## src/rtl/supmon_pkg.sv

```systemverilog
package supmon_pkg;

    typedef enum logic [1:0] {
        ST_POR_WAIT = 2'd0,
        ST_RUN      = 2'd1,
        ST_MON_HOLD = 2'd2,
        ST_PULSE    = 2'd3
    } st_e;

    typedef struct packed {
        logic sel;
        logic hi;
        logic en;
    } cfg_t;

    localparam cfg_t CFG_POR = '{sel: 1'b1, hi: 1'b0, en: 1'b1};

    localparam int CAUSE_W = 4;
    localparam logic [CAUSE_W-1:0] CAUSE_POR   = 4'b0001;
    localparam logic [CAUSE_W-1:0] CAUSE_MON   = 4'b0010;
    localparam logic [CAUSE_W-1:0] CAUSE_SW    = 4'b0100;
    localparam logic [CAUSE_W-1:0] CAUSE_FLASH = 4'b1000;

endpackage

```

## src/rtl/supmon_sync.sv

```systemverilog
module supmon_sync #(
    parameter int W = 2
) (
    input  logic         clk_i,
    input  logic         por_i,
    input  logic [W-1:0] d_i,
    output logic [W-1:0] q_o
);

    for (genvar b = 0; b < W; b++) begin : g_bit
        logic meta_q;
        logic sync_q;

        always_ff @(posedge clk_i or posedge por_i) begin
            if (por_i) begin
                meta_q <= 1'b0;
                sync_q <= 1'b0;
            end else begin
                meta_q <= d_i[b];
                sync_q <= meta_q;
            end
        end

        assign q_o[b] = sync_q;
    end

endmodule

```

## src/rtl/supmon_cfg.sv

```systemverilog
module supmon_cfg
    import supmon_pkg::*;
(
    input  logic clk_i,
    input  logic por_i,
    input  logic wr_i,
    input  cfg_t wdata_i,
    output cfg_t cfg_o
);

    // Only power-on touches these bits; every other reset leaves them alone.
    always_ff @(posedge clk_i or posedge por_i) begin
        if (por_i) begin
            cfg_o <= CFG_POR;
        end else if (wr_i) begin
            cfg_o <= wdata_i;
        end
    end

endmodule

```

## src/rtl/supmon_settle.sv

```systemverilog
module supmon_settle #(
    parameter int SETTLE_CYC = 64
) (
    input  logic clk_i,
    input  logic por_i,
    input  logic en_i,
    output logic settled_o
);

    localparam int SW = $clog2(SETTLE_CYC + 1);
    localparam logic [SW-1:0] LIMIT = SW'(SETTLE_CYC);

    logic [SW-1:0] cnt_q;

    always_ff @(posedge clk_i or posedge por_i) begin
        if (por_i) begin
            cnt_q <= '0;
        end else if (!en_i) begin
            cnt_q <= '0;
        end else if (cnt_q != LIMIT) begin
            cnt_q <= cnt_q + 1'b1;
        end
    end

    assign settled_o = (cnt_q == LIMIT);

endmodule

```

## src/rtl/supmon_rst_ctrl.sv

```systemverilog
module supmon_rst_ctrl
    import supmon_pkg::*;
#(
    parameter int POR_DLY    = 1024,
    parameter int SETTLE_CYC = 64,
    parameter int RST_PULSE  = 8
) (
    input  logic       clk_i,
    input  logic       por_i,
    input  logic       cmp_lo_i,
    input  logic       cmp_hi_i,
    input  logic       cfg_wr_i,
    input  logic [2:0] cfg_wdata_i,
    input  logic       sw_rst_i,
    input  logic       flash_op_i,
    output logic       sys_rst_o,
    output logic       flash_grant_o,
    output logic [2:0] cfg_o,
    output logic       settle_o,
    output logic [3:0] cause_o,
    output logic       por_flag_o
);

    localparam int MAXC  = (POR_DLY > RST_PULSE) ? POR_DLY : RST_PULSE;
    localparam int CNT_W = $clog2(MAXC + 1);
    localparam logic [CNT_W-1:0] POR_LAST   = CNT_W'(POR_DLY - 1);
    localparam logic [CNT_W-1:0] PULSE_LAST = CNT_W'(RST_PULSE - 1);

    st_e              state, nxt;
    logic [CNT_W-1:0] cnt_q;
    cfg_t             cfg;
    logic [1:0]       cmp_s;
    logic             good_s;
    logic             trip;
    logic             flash_safe;
    logic             wr_ok;
    logic             grant_q;
    logic [3:0]       cause_q;

    supmon_sync #(.W(2)) u_sync (
        .clk_i (clk_i),
        .por_i (por_i),
        .d_i   ({cmp_hi_i, cmp_lo_i}),
        .q_o   (cmp_s)
    );

    supmon_cfg u_cfg (
        .clk_i   (clk_i),
        .por_i   (por_i),
        .wr_i    (cfg_wr_i && wr_ok),
        .wdata_i (cfg_t'(cfg_wdata_i)),
        .cfg_o   (cfg)
    );

    supmon_settle #(.SETTLE_CYC(SETTLE_CYC)) u_settle (
        .clk_i     (clk_i),
        .por_i     (por_i),
        .en_i      (cfg.en),
        .settled_o (settle_o)
    );

    // Threshold select picks which synchronised comparator is trusted.
    assign good_s     = cfg.hi ? cmp_s[1] : cmp_s[0];
    assign trip       = cfg.en && cfg.sel && !good_s;
    assign flash_safe = cfg.en && cfg.hi;
    assign wr_ok      = (state == ST_RUN) && (nxt == ST_RUN);

    // Next-state logic.
    always_comb begin
        nxt = state;
        unique case (state)
            ST_POR_WAIT: begin
                if (cnt_q == POR_LAST) nxt = ST_RUN;
            end
            ST_RUN: begin
                if (trip)                          nxt = ST_MON_HOLD;
                else if (sw_rst_i)                 nxt = ST_PULSE;
                else if (flash_op_i && !flash_safe) nxt = ST_PULSE;
            end
            ST_MON_HOLD: begin
                if (!trip) nxt = ST_RUN;
            end
            ST_PULSE: begin
                if (cnt_q == PULSE_LAST) nxt = ST_RUN;
            end
            default: nxt = ST_POR_WAIT;
        endcase
    end

    // State register and its dwell counter.
    always_ff @(posedge clk_i or posedge por_i) begin
        if (por_i) begin
            state <= ST_POR_WAIT;
            cnt_q <= '0;
        end else begin
            state <= nxt;
            if (nxt != state) begin
                cnt_q <= '0;
            end else if (state == ST_POR_WAIT || state == ST_PULSE) begin
                cnt_q <= cnt_q + 1'b1;
            end
        end
    end

    // Registered outputs: reset cause and flash grant.
    always_ff @(posedge clk_i or posedge por_i) begin
        if (por_i) begin
            cause_q <= CAUSE_POR;
            grant_q <= 1'b0;
        end else begin
            grant_q <= (state == ST_RUN) && (nxt == ST_RUN) && flash_op_i && flash_safe;
            if (state == ST_RUN && nxt != ST_RUN) begin
                if (nxt == ST_MON_HOLD) cause_q <= CAUSE_MON;
                else if (sw_rst_i)      cause_q <= CAUSE_SW;
                else                    cause_q <= CAUSE_FLASH;
            end
        end
    end

    // Asynchronous assertion from power-on, synchronous release from the state register.
    assign sys_rst_o     = por_i || (state != ST_RUN);
    assign flash_grant_o = grant_q;
    assign cfg_o         = cfg;
    assign cause_o       = cause_q;
    assign por_flag_o    = cause_q[0] || cause_q[1];

endmodule


```

## config.mk

```make
export PLATFORM = sky130hd
export DESIGN_NAME = supmon_rst_ctrl
export DESIGN_NICKNAME = d
export VERILOG_FILES = /design/src/rtl/supmon_pkg.sv /design/src/rtl/supmon_sync.sv /design/src/rtl/supmon_cfg.sv /design/src/rtl/supmon_settle.sv /design/src/rtl/supmon_rst_ctrl.sv
export SDC_FILE = /design/constraint.sdc
export NUM_CORES = 1
export LEC_CHECK = 0
export BUFFER_PORTS_ARGS = -buffer_cell sky130_fd_sc_hd__buf_2
export CAP_MARGIN = 10
export CORE_ASPECT_RATIO = 2
export CORE_MARGIN = 1.5
export CORE_UTILIZATION = 55
export DETAILED_ROUTE_END_ITERATION = 7
export PLACE_DENSITY = 0.76
export SYNTH_ARGS = -nofsm -noshare
export SYNTH_HDL_FRONTEND = slang
export SYNTH_SLANG_ARGS = --single-unit
export TNS_END_PERCENT = 100
```

## constraint.sdc

```tcl
create_clock -name clk_i -period 2.8 [get_ports clk_i]
set_input_delay 0.56 -clock clk_i [delete_from_list [all_inputs] [get_ports clk_i]]
set_output_delay 0.56 -clock clk_i [all_outputs]
set_load 0.01 [all_outputs]
```

Word level (Yosys, flattened, before mapping):

Cells that the tools add are included.

* output and inout bits: 11
* ROM bits: 0
* memory bits (writable): 0
* bits of input ports: 10
* logic and storage cells: 57
* memories kept: 0
* bits in registers: 32
* bits in latches: 0

* shift-type cells: 0
* div/mod/pow operators: 0
* bitwise gates (word level): 0
* $mul: 0
* $add $sub $neg: 2
* $lt $le $gt $ge: 0
* equal/unequal tests: 13
* mux-type cells: 14
* reduce and logical (&&, ||, !) cells: 16

Operators by type and width (number)
* 2-to-1 mux 11 bit: 2
* 2-to-1 mux 7 bit: 2
* 2-to-1 mux 2 bit: 6
* adder 11 x 1 -> 11 bit, second input constant: 1
* equality test 11 x 10 -> 1 bit, second input constant: 1
* equality test 11 x 3 -> 1 bit, second input constant: 1
* logical AND 1 bit: 9
* 2-to-1 mux 4 bit: 2
* case mux 2 bit (4 select lines): 1
* adder 7 x 1 -> 7 bit, second input constant: 1
* equality test 7 bit, second input constant: 1
* inequality test 7 bit, second input constant: 1
* equality test 2 bit, second input constant: 3
* inequality test 2 x 1 -> 1 bit, second input constant: 3
* equality test 2 x 1 -> 1 bit, second input constant: 2
* logical OR 1 bit: 3
* logical NOT 1 bit: 2
* logical NOT 2 bit: 1
* inequality test 2 bit: 1
* nonzero test 2 bit: 1
* 2-to-1 mux 1 bit: 1

Logic depth before layout (Yosys ltp):

* depth in word-level cells: 11
* mapped depth: 9
* gate-level depth less buffers: 9

Hierarchy:

Synthesis repeated with hierarchy kept, for this count alone.

* cell total of the unflattened synthesis: 163
* area total of the unflattened synthesis: 1730.4 um^2

By module, submodules not included
* supmon_rst_ctrl: area an instance 1101.1 um^2, cells an instance 109, instances 1, sequential area each 451.7 um^2
* supmon_settle: area an instance 395.4 um^2, cells an instance 40, instances 1, sequential area each 175.2 um^2
* supmon_sync: area an instance 118.9 um^2, cells an instance 7, instances 1, sequential area each 100.1 um^2
* supmon_cfg: area an instance 115.1 um^2, cells an instance 7, instances 1, sequential area each 77.6 um^2

Worst setup path before layout:

Ideal clock, no wire load.

* path type: reg2reg
* start: register state[1]
* end: register, netlist name u_cfg.cfg_o[1]
* path buffers: 1
* setup time: 125 ps
* stages on the path, launching flop included: 9
* setup slack: 764 ps
* clock period less this slack: 2036 ps
* data arrival time: 1911 ps
* required time: 2675 ps
* cell sequence: dfrtp_1 > inv_1 > ha_1 > clkbuf_1 > a2111o_1 > o21ai_2 > inv_4 > nand4_4 > mux2_4

* elaborated cells between the ends (all ways): 14
* classes of those cells: eq/ne: 4; mux: 7; reduce/logical: 3

RTL lines
* start: declaration: RTL line supmon_rst_ctrl.sv:29 `st_e state, nxt;`
* start signal: assignment: RTL line supmon_rst_ctrl.sv:96 `state <= nxt;`
* equality test 2 bit (tied with other cells): RTL line supmon_rst_ctrl.sv:71 `unique case (state)`
* case mux 2 bit (4 select lines) (*): RTL line supmon_rst_ctrl.sv:71
* via nxt[0]: RTL line supmon_rst_ctrl.sv:29
* equality test 2 x 1 -> 1 bit (*): RTL line supmon_rst_ctrl.sv:66 `assign wr_ok = (state == ST_RUN) && (nxt == ST_RUN);`
* logical AND 1 bit (*): RTL line supmon_rst_ctrl.sv:66
* logical AND 1 bit (*): RTL line supmon_rst_ctrl.sv:50 `.wr_i (cfg_wr_i && wr_ok),`

The timed path passes the listed nets; every way through them passes the cells marked *.
A chain may end at the register's enable or synchronous reset.

Worst setup path after layout:

* start: register state[1]
* end: register cause_q[2], in the netlist cause_o[2]

* longest elaborated chain between the ends: 6
* elaborated cells between the ends (all ways): 15
* classes of those cells: eq/ne: 5; mux: 8; reduce/logical: 2

Ends and longest elaborated chain
* 2-to-1 mux 2 bit: RTL line supmon_rst_ctrl.sv:78 `else if (flash_op_i && !flash_safe) nxt = ST_PULSE;`
* 2-to-1 mux 2 bit: RTL line supmon_rst_ctrl.sv:77 `else if (sw_rst_i) nxt = ST_PULSE;`
* 2-to-1 mux 2 bit: RTL line supmon_rst_ctrl.sv:76 `if (trip) nxt = ST_MON_HOLD;`
* case mux 2 bit (4 select lines) (*): RTL line supmon_rst_ctrl.sv:71
* via nxt[1]: RTL line supmon_rst_ctrl.sv:29
* equality test 2 bit / inequality test 2 x 1 -> 1 bit (equally long branches): RTL line supmon_rst_ctrl.sv:113, supmon_rst_ctrl.sv:112
* 2-to-1 mux 4 bit / logical AND 1 bit (equally long branches): RTL line supmon_rst_ctrl.sv:113, supmon_rst_ctrl.sv:112
* end signal: assignment: RTL line supmon_rst_ctrl.sv:113 `if (nxt == ST_MON_HOLD) cause_q <= CAUSE_MON;`
* end signal: assignment: RTL line supmon_rst_ctrl.sv:114 `else if (sw_rst_i) cause_q <= CAUSE_SW;`
* end signal: assignment: RTL line supmon_rst_ctrl.sv:115 `else cause_q <= CAUSE_FLASH;`
* end: declaration: RTL line supmon_rst_ctrl.sv:38 `logic [3:0] cause_q;`

Marked as above.

==> flow_summary.yaml <==
synthesis:
  yosysWarnings: 0
  synth_most_common_cell: "dfrtp_1"
  synth_edf_count: 0
  async_reset_ff_frac: 1.00
  syn_nets: 177
  synthesis.area_mm2: 0.00170
  syn_avg_cell_area_um2: 10.6
  synth_area_leader_cell: "dfrtp_1"
  ys_ff_latch: 32
  synth_cell_type_count: 45
  netlist_instances: 160
  synth_area_leaders: "dfrtp_1 43%, ha_1 5.2%, xnor2_1 5.2%"
  yosysTopAreaCellShare: 0.427
  synth_common_cells: "29 x dfrtp_1, 21 x nor2_1, 10 x nand2_1, 10 x xnor2_1, 9 x and2_1"
  synthFlopType: "dfrtp_1"
  yosysSeqAreaShare: 0.473
worst_hold_path:
  hp-start: "u_sync.g_bit[1].meta_q"
  holdPathEnd: "u_sync.g_bit[1].sync_q"
  hold_path_class: "register to register"
  hold_depth: 0
cells_and_area:
  layout-drive-gt1-share: 0.253
  syn_to_final_growth_pct: 14.0
  layout.cells.non_filler: 216
  fin_util: 0.658
  multiInputGateArea_um2: 831
  antenna_cells: 0
  seq_area_um2: 805
  finalNetCount: 202
  fill_cells: 249
power_and_ir_drop:
  p_leak_nw: 0.891
  powerDensity_mw_per_mm2: 471
  ir_drop_v: 0.000573
worst_setup_path:
  cp.arrival_ns: 2.50
  reg2reg_depth: 8
  r2r_setup_slack_ns: 0.47
  endpoint_kind: "register"
  startpoint_type: "register"
  worstPathRequired_ns: 2.97
  path_class: "register to register"
  r2r-start: "state[1]"
  timing.rr.end: "cause_o[2]"
  cp_max_fo: 11
place:
  dp_cells: 208
  place_congestion: 0.867
  port_buffers: 20
  place_hpwl_um: 2420
floorplan:
  chipWidth_um: 42.3
  rows: 28
  die_area_mm2: 0.00345
  die_h_um: 81.6
  initial_core_util: 0.577
  num_io_pins: 21
  core_area_mm2: 0.00294
routing:
  viasPerCell: 5.68
  drt_first_pass_iters: 5
  routedWlPerCell_um: 15.1
  routed_wl_um: 3250
  vias: 1227
  first_iter_violations: 23
  drc: 0
  antenna_left: 0
clock_network:
  hold_buffers: 0
  clkTransAtPathRegs_ns: 0.07
  htreeDepth: 2
  cts_buffer_depth: 2
  clock_sink_count: 32
  cts_buffers: 5
  clockRootBuffer: "clkbuf_8"
  cts_resized: 0
  cts_tree: "built"
  cts_setup_buffers: 0
  clock_latency_ns: 0.28
sta:
  fmax_mhz: 429
  layout_min_cycle_time_ns: 2.33
  report.final.hold_viol_count: 0
  final.setup_skew_ns: 0.00724
  fin_crit_sh: 0.833
  setup_viol: 0
  finalSetupTns_ns: 0
  rsz0062_at_grt: "false"
  relSlewSlack: 0.697
  drv_slew: 0
  tightest_slew_ns: 0.454
  hold_ws_ns: 0.351
global_routing:
  grt_pass1_vias: 1276
  grt_max_degree: 33
  gr-total-overflow: 0
  antenna_found_initial: 0
  grt_pass1_wl_um: 5700
  track_usage: 0.220
flow_run:
  drv_cap: 0
outcome:
  status: "finished clean"
## placed cells by master, fill, tap and decap left out, types with 3 or more instances in the layout
cell	count
dfrtp_1	29
nor2_1	21
buf_2	20
nand2_1	10
xnor2_1	10
and2_1	9
inv_1	8
ha_1	7
nand3_1	6
xor2_1	5
clkbuf_8	5
nand4_1	4
mux2i_1	3
mux2_4	3
dfstp_2	3
## area by class of cell
type,count,area share
flip-flops and latches,32,0.415
clock buffers,6,0.0375
clock inverters,2,0.0181
well taps,30,0.0194
inverters,10,0.0213
repair buffers,22,0.0594
multi-input cells,114,0.429
## report_power, final
| group | switching (mW) | total [mW] | internal [mW] | leakage, nW |
|---|---|---|---|---|
| Sequential | 0.000627 | 0.466 | 0.465 | 0.412 |
| Clock | 0.161 | 0.424 | 0.264 | 0.0552 |
| Combinational | 0.0147 | 0.0220 | 0.00729 | 0.423 |
| Total | 0.176 | 0.912 | 0.736 | 0.891 |
## kinds of logic after synthesis
logic type | Yosys count | share of synthesized area
simple gates | 65 | 0.207
flops | 32 | 0.473
compound gates | 20 | 0.0994
xor+xnor | 16 | 0.0869
buf+inv | 14 | 0.0376
fa+ha+maj | 7 | 0.0515
mux | 6 | 0.0442
## per-layer routing
metal	part of all wire	GRT usage	vias to the layer above	routed length, um
met3	0.038	0.0440	7	124
met2	0.58	0.426	38	1890
met1	0.36	0.218	588	1180
li1	-	-	594	-
met4	0.017	0.0969	0	55
met5	0	0	-	0
## critical path, cell delays in order (launching register included)
cell and delay, ns:
dfrtp_1 0.44, inv_1 0.11, ha_1 0.36, a311oi_1 0.32
a21boi_2 0.23, nand3b_2 0.20, clkinv_2 0.13, xnor2_2 0.16
a32o_1 0.26
## registers in the layout, indices dropped and copies added, names as in the netlist
signal / count
cause_o: 4
cnt_q: 11
flash_grant_o: 1
state: 2
u_cfg.cfg_o: 3
u_settle.cnt_q: 7
u_sync.g_bit.meta_q: 2
u_sync.g_bit.sync_q: 2
## metrics by stage
step,total power [mW],setup slack (ns),area [um2]
floorplan,0.485,0.764,1700
global placement,0.497,0.556,1830
detailed placement,0.497,0.496,1830
CTS,0.922,0.457,1940
global route,0.942,0.324,1940
finish,0.912,0.469,1940
## worst max-delay path by stage
stage          startpoint        endpoint  slack [ns]  cells after the start
6_report         state[1]      cause_o[2]        0.47                      8
5_1_grt          state[1]      cause_o[2]        0.32                      8
4_1_cts          state[1]      cause_o[2]        0.46                      8
3_5_place_dp     state[1]      cause_o[2]        0.50                      8
3_3_place_gp     state[1]      cause_o[3]        0.56                      8
2_1_floorplan    state[1]  u_cfg.cfg_o[1]        0.76                      8
Note: power is estimated with default switching activity, not from simulation.
